**src/rtl/evn_resync_pkg.sv**
```systemverilog
package evn_resync_pkg;
  localparam int EVN_W  = 24;
  localparam int NIB_W  = 4;
  localparam int HIST_N = 3;
  localparam int WINDOW = 16;

  typedef logic [EVN_W-1:0] evn_t;
  typedef logic [NIB_W-1:0] nib_t;

  typedef enum logic [1:0] {
    DEC_ACCEPT = 2'b00,
    DEC_SKIP   = 2'b01,
    DEC_PAD    = 2'b10
  } dec_e;

  // Distance a - b, wrapping at 2^EVN_W
  function automatic evn_t evn_diff(input evn_t a, input evn_t b);
    return a - b;
  endfunction

  function automatic logic in_window(input evn_t d);
    return d < evn_t'(WINDOW);
  endfunction

  function automatic nib_t nib_of(input evn_t e);
    return e[NIB_W-1:0];
  endfunction

  // b follows a by one, modulo 2^NIB_W
  function automatic logic steps_up(input nib_t a, input nib_t b);
    return b == nib_t'(a + nib_t'(1));
  endfunction
endpackage

```
**src/rtl/evn_nibble_history.sv**
```systemverilog
module evn_nibble_history
  import evn_resync_pkg::*;
(
  input  logic clk,
  input  logic rst_n,
  input  logic push,
  input  nib_t din,
  output logic consec
);
  localparam int FILL_W = $clog2(HIST_N + 1);

  nib_t [HIST_N-1:0]  hist;
  logic [FILL_W-1:0]  fill;
  logic [HIST_N-2:0]  step_ok;

  always_ff @(posedge clk) begin
    if (!rst_n) begin
      hist <= '0;
      fill <= '0;
    end else if (push) begin
      hist[0] <= din;
      if (fill != FILL_W'(HIST_N)) fill <= fill + FILL_W'(1);
      for (int i = 1; i < HIST_N; i++) hist[i] <= hist[i-1];
    end
  end

  // hist[0] is the newest entry
  for (genvar g = 0; g < HIST_N - 1; g++) begin : g_step
    assign step_ok[g] = steps_up(hist[g+1], hist[g]);
  end

  assign consec = (fill == FILL_W'(HIST_N)) && (&step_ok);


  fill_bound_chk: assert property (@(posedge clk) disable iff (!rst_n)
    fill <= FILL_W'(HIST_N));


  fill_grow_chk: assert property (@(posedge clk) disable iff (!rst_n)
    !push |=> $stable(fill));
endmodule

```
**src/rtl/evn_resync_decide.sv**
```systemverilog
module evn_resync_decide
  import evn_resync_pkg::*;
(
  input  logic recover_en,
  input  logic hist_consec,
  input  logic next_valid,
  input  evn_t exp_evn,
  input  evn_t head_evn,
  input  evn_t next_evn,
  output dec_e code,
  output logic full_match,
  output logic nib_hit,
  output logic skip_hit,
  output logic pad_hit,
  output logic no_rule
);
  evn_t back_d;
  evn_t fwd_d;
  logic rules_on;
  logic look_on;

  always_comb begin
    back_d     = evn_diff(exp_evn, next_evn);
    fwd_d      = evn_diff(next_evn, exp_evn);
    rules_on   = recover_en && hist_consec;
    look_on    = rules_on && next_valid;
    full_match = (exp_evn == head_evn);
    nib_hit    = !full_match && rules_on && (nib_of(exp_evn) == nib_of(head_evn));
    skip_hit   = !full_match && !nib_hit && look_on && in_window(back_d);
    pad_hit    = !full_match && !nib_hit && !skip_hit && look_on && in_window(fwd_d);
    no_rule    = !full_match && !nib_hit && !skip_hit && !pad_hit;
    if (skip_hit)     code = DEC_SKIP;
    else if (pad_hit) code = DEC_PAD;
    else              code = DEC_ACCEPT;
  end
endmodule

```
**src/rtl/evn_event_counters.sv**
```systemverilog
module evn_event_counters #(
  parameter int N     = 3,
  parameter int CNT_W = 16
) (
  input  logic                      clk,
  input  logic                      rst_n,
  input  logic [N-1:0]              inc,
  output logic [N-1:0][CNT_W-1:0]   cnt
);
  for (genvar g = 0; g < N; g++) begin : g_cnt
    always_ff @(posedge clk) begin
      if (!rst_n)      cnt[g] <= '0;
      else if (inc[g]) cnt[g] <= cnt[g] + CNT_W'(1);
    end

    // a counter moves by at most one per decision
    cnt_step_chk: assert property (@(posedge clk) disable iff (!rst_n)
      !inc[g] |=> $stable(cnt[g]));
  end
endmodule

```
**src/rtl/evn_resync_matcher.sv**
```systemverilog
module evn_resync_matcher
  import evn_resync_pkg::*;
#(
  parameter int CNT_W = 16
) (
  input  logic             clk,
  input  logic             rst_n,
  input  logic             cfg_recover_en,
  input  logic             exp_valid,
  input  logic [EVN_W-1:0] exp_evn,
  output logic             exp_ready,
  input  logic             head_valid,
  input  logic [EVN_W-1:0] head_evn,
  input  logic             next_valid,
  input  logic [EVN_W-1:0] next_evn,
  output logic             frag_pop,
  output logic             dec_valid,
  output logic [1:0]       dec_code,
  output logic             dec_mism,
  output logic             sync_lost,
  output logic [CNT_W-1:0] skip_cnt,
  output logic [CNT_W-1:0] pad_cnt,
  output logic [CNT_W-1:0] mism_cnt
);
  localparam int N_CNT = 3;

  logic fire;
  dec_e code;
  logic full_match, nib_hit, skip_hit, pad_hit, no_rule;
  logic hist_consec;
  logic accept_ev, skip_ev, pad_ev, lost_ev, mism_ev;
  logic [N_CNT-1:0]            cnt_inc;
  logic [N_CNT-1:0][CNT_W-1:0] cnt_val;

  assign fire = exp_valid && head_valid;

  evn_resync_decide u_decide (
    .recover_en (cfg_recover_en),
    .hist_consec(hist_consec),
    .next_valid (next_valid),
    .exp_evn    (exp_evn),
    .head_evn   (head_evn),
    .next_evn   (next_evn),
    .code       (code),
    .full_match (full_match),
    .nib_hit    (nib_hit),
    .skip_hit   (skip_hit),
    .pad_hit    (pad_hit),
    .no_rule    (no_rule)
  );

  // Named decision events
  assign accept_ev = fire && (code == DEC_ACCEPT);
  assign skip_ev   = fire && skip_hit;
  assign pad_ev    = fire && pad_hit;
  assign lost_ev   = fire && no_rule;
  assign mism_ev   = fire && !full_match;

  assign exp_ready = fire && (code != DEC_SKIP);
  assign frag_pop  = fire && (code != DEC_PAD);

  evn_nibble_history u_hist (
    .clk   (clk),
    .rst_n (rst_n),
    .push  (accept_ev),
    .din   (nib_of(head_evn)),
    .consec(hist_consec)
  );

  assign cnt_inc = {mism_ev, pad_ev, skip_ev};

  evn_event_counters #(.N(N_CNT), .CNT_W(CNT_W)) u_cnt (
    .clk  (clk),
    .rst_n(rst_n),
    .inc  (cnt_inc),
    .cnt  (cnt_val)
  );

  assign skip_cnt = cnt_val[0];
  assign pad_cnt  = cnt_val[1];
  assign mism_cnt = cnt_val[2];

  always_ff @(posedge clk) begin
    if (!rst_n) begin
      dec_valid <= 1'b0;
      dec_code  <= DEC_ACCEPT;
      dec_mism  <= 1'b0;
      sync_lost <= 1'b0;
    end else begin
      dec_valid <= fire;
      if (fire) begin
        dec_code <= code;
        dec_mism <= !full_match;
      end
      if (lost_ev) sync_lost <= 1'b1;
    end
  end


  full_match_accept_chk: assert property (@(posedge clk) disable iff (!rst_n)
    (fire && exp_evn == head_evn) |-> (exp_ready && frag_pop));


  disabled_both_consumed_chk: assert property (@(posedge clk) disable iff (!rst_n)
    (fire && !cfg_recover_en) |-> (exp_ready && frag_pop));


  no_lookahead_chk: assert property (@(posedge clk) disable iff (!rst_n)
    (fire && !next_valid) |-> (exp_ready && frag_pop));


  skip_count_chk: assert property (@(posedge clk) disable iff (!rst_n)
    (fire && exp_ready == 1'b0) |=> (skip_cnt == $past(skip_cnt) + CNT_W'(1)));


  pad_count_chk: assert property (@(posedge clk) disable iff (!rst_n)
    (fire && frag_pop == 1'b0) |=> (pad_cnt == $past(pad_cnt) + CNT_W'(1)));


  sync_sticky_chk: assert property (@(posedge clk) disable iff (!rst_n)
    !$fell(sync_lost));


  no_decision_chk: assert property (@(posedge clk) disable iff (!rst_n)
    !fire |-> (!exp_ready && !frag_pop));


  strobe_timing_chk: assert property (@(posedge clk) disable iff (!rst_n)
    !fire |=> !dec_valid);
endmodule

```
**config.mk**
```make
export PLATFORM = sky130hd
export DESIGN_NAME = evn_resync_matcher
export DESIGN_NICKNAME = d
export VERILOG_FILES = /design/src/rtl/evn_resync_pkg.sv /design/src/rtl/evn_nibble_history.sv /design/src/rtl/evn_resync_decide.sv /design/src/rtl/evn_event_counters.sv /design/src/rtl/evn_resync_matcher.sv
export SDC_FILE = /design/constraint.sdc
export NUM_CORES = 1
export LEC_CHECK = 0
export ABC_CLOCK_PERIOD_IN_PS = 9200
export BUFFER_PORTS_ARGS = -buffer_cell sky130_fd_sc_hd__buf_2
export CORE_MARGIN = 2
export CORE_UTILIZATION = 30
export CTS_BUF_LIST = sky130_fd_sc_hd__clkbuf_2
export CTS_CLUSTER_DIAMETER = 60
export DETAILED_ROUTE_END_ITERATION = 16
export PLACE_DENSITY = 0.54
export SLEW_MARGIN = 20
export SYNTH_ARGS = -nofsm -noshare
export SYNTH_HDL_FRONTEND = slang
export SYNTH_HIERARCHICAL = 1
export SYNTH_SLANG_ARGS = --single-unit
```
**constraint.sdc**
```tcl
create_clock -name clk -period 9.2 [get_ports clk]
set_input_delay 2.76 -clock clk [delete_from_list [all_inputs] [get_ports clk]]
set_output_delay 2.76 -clock clk [all_outputs]
set_load 0.05 [all_outputs]
```
======== Word-level counts from Yosys, hierarchy flattened ========
Index checks and enable logic that the tools add are counted.
word-level totals
  bits in registers ....................... 67
  bits in latches ......................... 0
  bits in writable memories ............... 0
  bits in read-only memories .............. 0
  bits of input ports ..................... 78
  logic and storage cells ................. 58
  memories ................................ 0
cells by class
  add/subtract/negate cells ............... 8
  multipliers ............................. 0
  divide/modulo/power cells ............... 0
  order comparisons ....................... 2
  equality and inequality tests ........... 8
  shift operators ......................... 0
  multiplexer cells ....................... 2
  bitwise operators ....................... 0
  reductions and logical operators ........ 27
operators with widths
  kind                   number
  $add 16x1->16 const B  3
  $lt 24x5->1 const B    2
  $sub 24x24->24         2
  $eq 24x24->1           1
  $logic_and 1x1->1      20
  $eq 4x4->1             3
  $add 4x1->4 const B    2
  $logic_not 1->1        4
  $mux 2                 2
  $ne 2x2->1 const B     2
  $reduce_and 2->1       2
  $add 2x1->2 const B    1
  $eq 2x2->1 const B     1
  $logic_not 2->1        1
  $ne 2x1->1 const B     1

======== Logic depth before layout (Yosys ltp) ========
  word-level depth ........................ 20
  depth in mapped cells ................... 20
  mapped depth without buffers ............ 19

======== By module ========
The synthesis kept the hierarchy.
modules (own cells, without submodules)
  module              instances  cells an instance  area an instance (um^2)  sequential area each (um^2)
  evn_resync_decide   1          438                2926.6                   0.0
  evn_event_counters  1          244                2132.0                   960.9
  evn_nibble_history  1          68                 693.2                    280.3
  evn_resync_matcher  1          27                 219.0                    100.1

======== Worst setup path after synthesis ========
Ideal clock, no wire load.
  path kind ............................... in2out
  start ................................... in exp_evn[3]
  end ..................................... out frag_pop
  arrival time ............................ 6034 ps
  slack ................................... 406 ps
  stages on the path ...................... 14
  buffers on the path ..................... 1
  path through ............................ inv_1 ha_1 a21oi_1 and2_1 nand2_1 a21oi_1 mux2_1 or4_1 nor4_1 nand4_1 nor3_1 buf_4 inv_1 a21oi_1
RTL lines
  element                                                                 line                      RTL
  from (decl)                                                             evn_resync_matcher.sv:10  input logic [EVN_W-1:0] exp_evn,
  parallel branches: the longest is 7 deep, another holds $sub 24x24->24  n/a
  $logic_and 1x1->1 *                                                     evn_resync_decide.sv:29   skip_hit = !full_match && !nib_hit && look_on && in_window(back_d);
  via skip_hit                                                            evn_resync_matcher.sv:29  logic full_match, nib_hit, skip_hit, pad_hit, no_rule;
  $mux 2 *                                                                evn_resync_decide.sv:32   if (skip_hit) code = DEC_SKIP;
  via code[0]                                                             evn_resync_matcher.sv:28  dec_e code;
  $ne 2x2->1 *                                                            evn_resync_matcher.sv:60  assign frag_pop = fire && (code != DEC_PAD);
  $logic_and 1x1->1 *                                                     evn_resync_matcher.sv:60
  to (decl)                                                               evn_resync_matcher.sv:16  output logic frag_pop,
Mark *: on every way through the listed nets, which the timed path passes.

======== Worst setup path in the final report ========
  start ................................... in exp_evn[3]
  end ..................................... out frag_pop
on the way
  longest elaborated chain between the ends .. 16
ends and longest elaborated chain
  element                                                                  line
  parallel branches: the longest is 13 deep, another holds $sub 24x24->24  n/a
  $mux 2 *                                                                 evn_resync_decide.sv:32
  via code[1]                                                              evn_resync_matcher.sv:28
  $ne 2x2->1 *                                                             evn_resync_matcher.sv:60
  $logic_and 1x1->1 *                                                      evn_resync_matcher.sv:60
Marked as above.

==> results.cfg <==
[timing]
holdWs_ns = 0.457
finalSetupTns_ns = 0
skew_ns = 0.0331
grt_setup_unrepaired = false
fin_crit_ns = 8.99
max_freq_ghz = 0.111
relSlewSlack_pct = 54.9
tightest_slew_ns = 0.670
setup_viol = 0
slew_violations = 0
post-route-period-util_pct = 97.7
hold_viol = 0

[worst_setup_path]
max_stage_delay_ns = 0.52
worstPathRequired_ns = 6.44
cp_slowest_cell = or4_1
worstPathArrival_ns = 6.23
endpoint = frag_pop
crit_fanout = 7
r2r_start = u_hist/hist[4]$_SDFFE_PN0P_
endpoint_kind = output port
reg2reg_slack_ns = 4.11
crit_start = exp_evn[3]
path_class = primary input to output port
r2r_cells = 19
r2r-end = u_cnt/cnt[12]$_SDFFE_PN0P_
path_cells = buf_2 -> inv_1 -> ha_1 -> a21oi_1 -> and2_1 -> nand2_1 -> a21oi_1 -> mux2_1 -> or4_1 -> nor4_1 -> nand4_1 -> o31ai_2 -> nor2_1 -> a21oi_1 -> buf_2
startpoint_type = primary input
critical_path.most_common_cell = a21oi_1

[clock_tree]
cts_max_path_buffers = 2
postCtsSetupRepairBufs = 0
numCtsBuffers = 9
clock_latency_ns = 0.52
htree_levels = 3
root_buffer = clkbuf_2
cts_tree = yes
ctsHoldBuffers = 0
clkSinkCount = 67
clk_pin_slew_ns = 0.16

[run_status]
status = complete, no violations

[die]
io-pin-count = 133
die_h_um = 145
dieArea_um2 = 21000
core-area_um2 = 19500
start_util_pct = 30.7
rows = 51
die_w_um = 145

[route]
routed_wl_um = 17500
drc = 0
drtPass1Iterations = 4
drtIter0Drc = 288
vias_per_cell = 4.97
wl_per_cell_um = 14.9
route.vias.total = 5857
ant_nets = 0

[cells_and_area]
fin_nets = 1031
drive_gt1_share_pct = 22.1
seq_area_um2 = 1340
fin_util_pct = 36.3
stdcell_count = 1178
area_growth_pct = 18.5
fillers = 2106
multi_input_area_um2 = 4280

[power_and_ir_drop]
power.leakage_uw = 0.00310
power_uw = 725
ir_worst_vdd_mv = 0.0587
power_density_nw_per_um2 = 103

[hold_path]
min_path_type = flip-flop to flip-flop
min_from = sync_lost$_SDFFE_PN0P_

[global_route]
grt_max_degree = 44
antenna_found_initial = 5
gr-total-overflow = 0
grt_pass1_wl_um = 28600
grt_pass1_vias = 5595
grt_util_all_layers_pct = 16.4

[place]
place_inst = 1157
place_congestion = 0.899
port_buffers = 132
hpwl_um = 14200

[yosys]
syn-cell-area_um2 = 5970
syn_area_per_cell_um2 = 7.69
synthCells = 776
yosysWarningCount = 6
syn_nets = 904

[job]
drv_cap = 0
timing repair:
item	CTS	global route
hold endpoints to repair	0	0
setup endpoints to repair	0	2
gates resized for setup	0	10
sequential cells by signal, summed over array words and instances (netlist names):
name and count:
sync_lost 1, dec_code 2, dec_valid 1, dec_mism 1
u_cnt/cnt 48, u_hist/hist 12, u_hist/fill 2
layer usage:
metal | vias up | routed length, um | GRT usage, %
li1 | 2999 | - | -
met1 | 2681 | 8580 | 22.6
met2 | 152 | 7720 | 25.9
met3 | 25 | 875 | 3.46
met4 | 0 | 344 | 4.70
met5 | - | 0 | 0
layout make-up:
type	count	area share (%)
Timing Repair Buffer	148	11.0
Clock inverter	7	0.956
Antenna cell	5	0.177
Inverter	56	2.97
Tap cell	265	4.69
Sequential cell	67	19.0
Multi-Input combinational cell	621	60.6
Clock buffer	9	0.637
stage by stage:
step                area, um2  setup slack (ns)
floorplan                5970             0.406
finish                   7070             0.211
global route             7070           0.00210
detailed placement       6920             0.135
global placement         6920             0.215
CTS                      7030             0.116
worst min-delay path by stage:
stage	endpoint	slack [ns]	cells after the start
final	sync_lost$_SDFFE_PN0P_	0.46	2
after floorplan	u_hist/fill[1]$_SDFFE_PN0P_	0.49	2
after global routing	sync_lost$_SDFFE_PN0P_	0.49	2
after detailed placement	sync_lost$_SDFFE_PN0P_	0.44	2
after CTS	sync_lost$_SDFFE_PN0P_	0.46	2
after global placement	sync_lost$_SDFFE_PN0P_	0.43	2
report_power, final:
part           total (uW)  internal [uW]  leakage (uW)  switching [uW]
clock                 176           61.8     0.0000674             114
sequential            297            294      0.000541            2.66
combinational         253            101       0.00250             152
total                 725            457       0.00310             269
critical path: cells and delay by family:
family / cells / cell delay [ns]
AO/OA/AOI/OAI: 4 / 0.85
adder cells (fa/ha/maj): 1 / 0.39
buffers and inverters: 3 / 0.45
multiplexers: 1 / 0.34
AND/OR/NAND/NOR: 6 / 1.43
cells in the final DEF, fill, tap and decap left out, types with 3 or more instances in the layout:
cell type,instances
a31oi_1,4
and2_1,6
a211oi_1,4
nand2b_1,10
buf_2,132
o21ai_2,4
nand3_1,18
ha_1,46
nand2_1,62
nor2b_1,19
a21o_1,14
ha_2,4
mux2i_1,23
inv_1,54
or2_2,3
o22ai_1,3
nor4_1,15
a21oi_2,10
o21ai_0,21
nor3_1,18
nand4_1,37
o21ai_1,6
xor2_1,39
dfxtp_1,67
xnor2_1,51
o2111ai_1,3
clkbuf_2,9
buf_4,16
and3_1,9
a21boi_0,3
diode_2,5
or3_1,8
nor2_1,72
o21a_1,10
o21bai_1,5
a21oi_1,51
clkinv_1,3
Power figures use the tool's default switching activity.
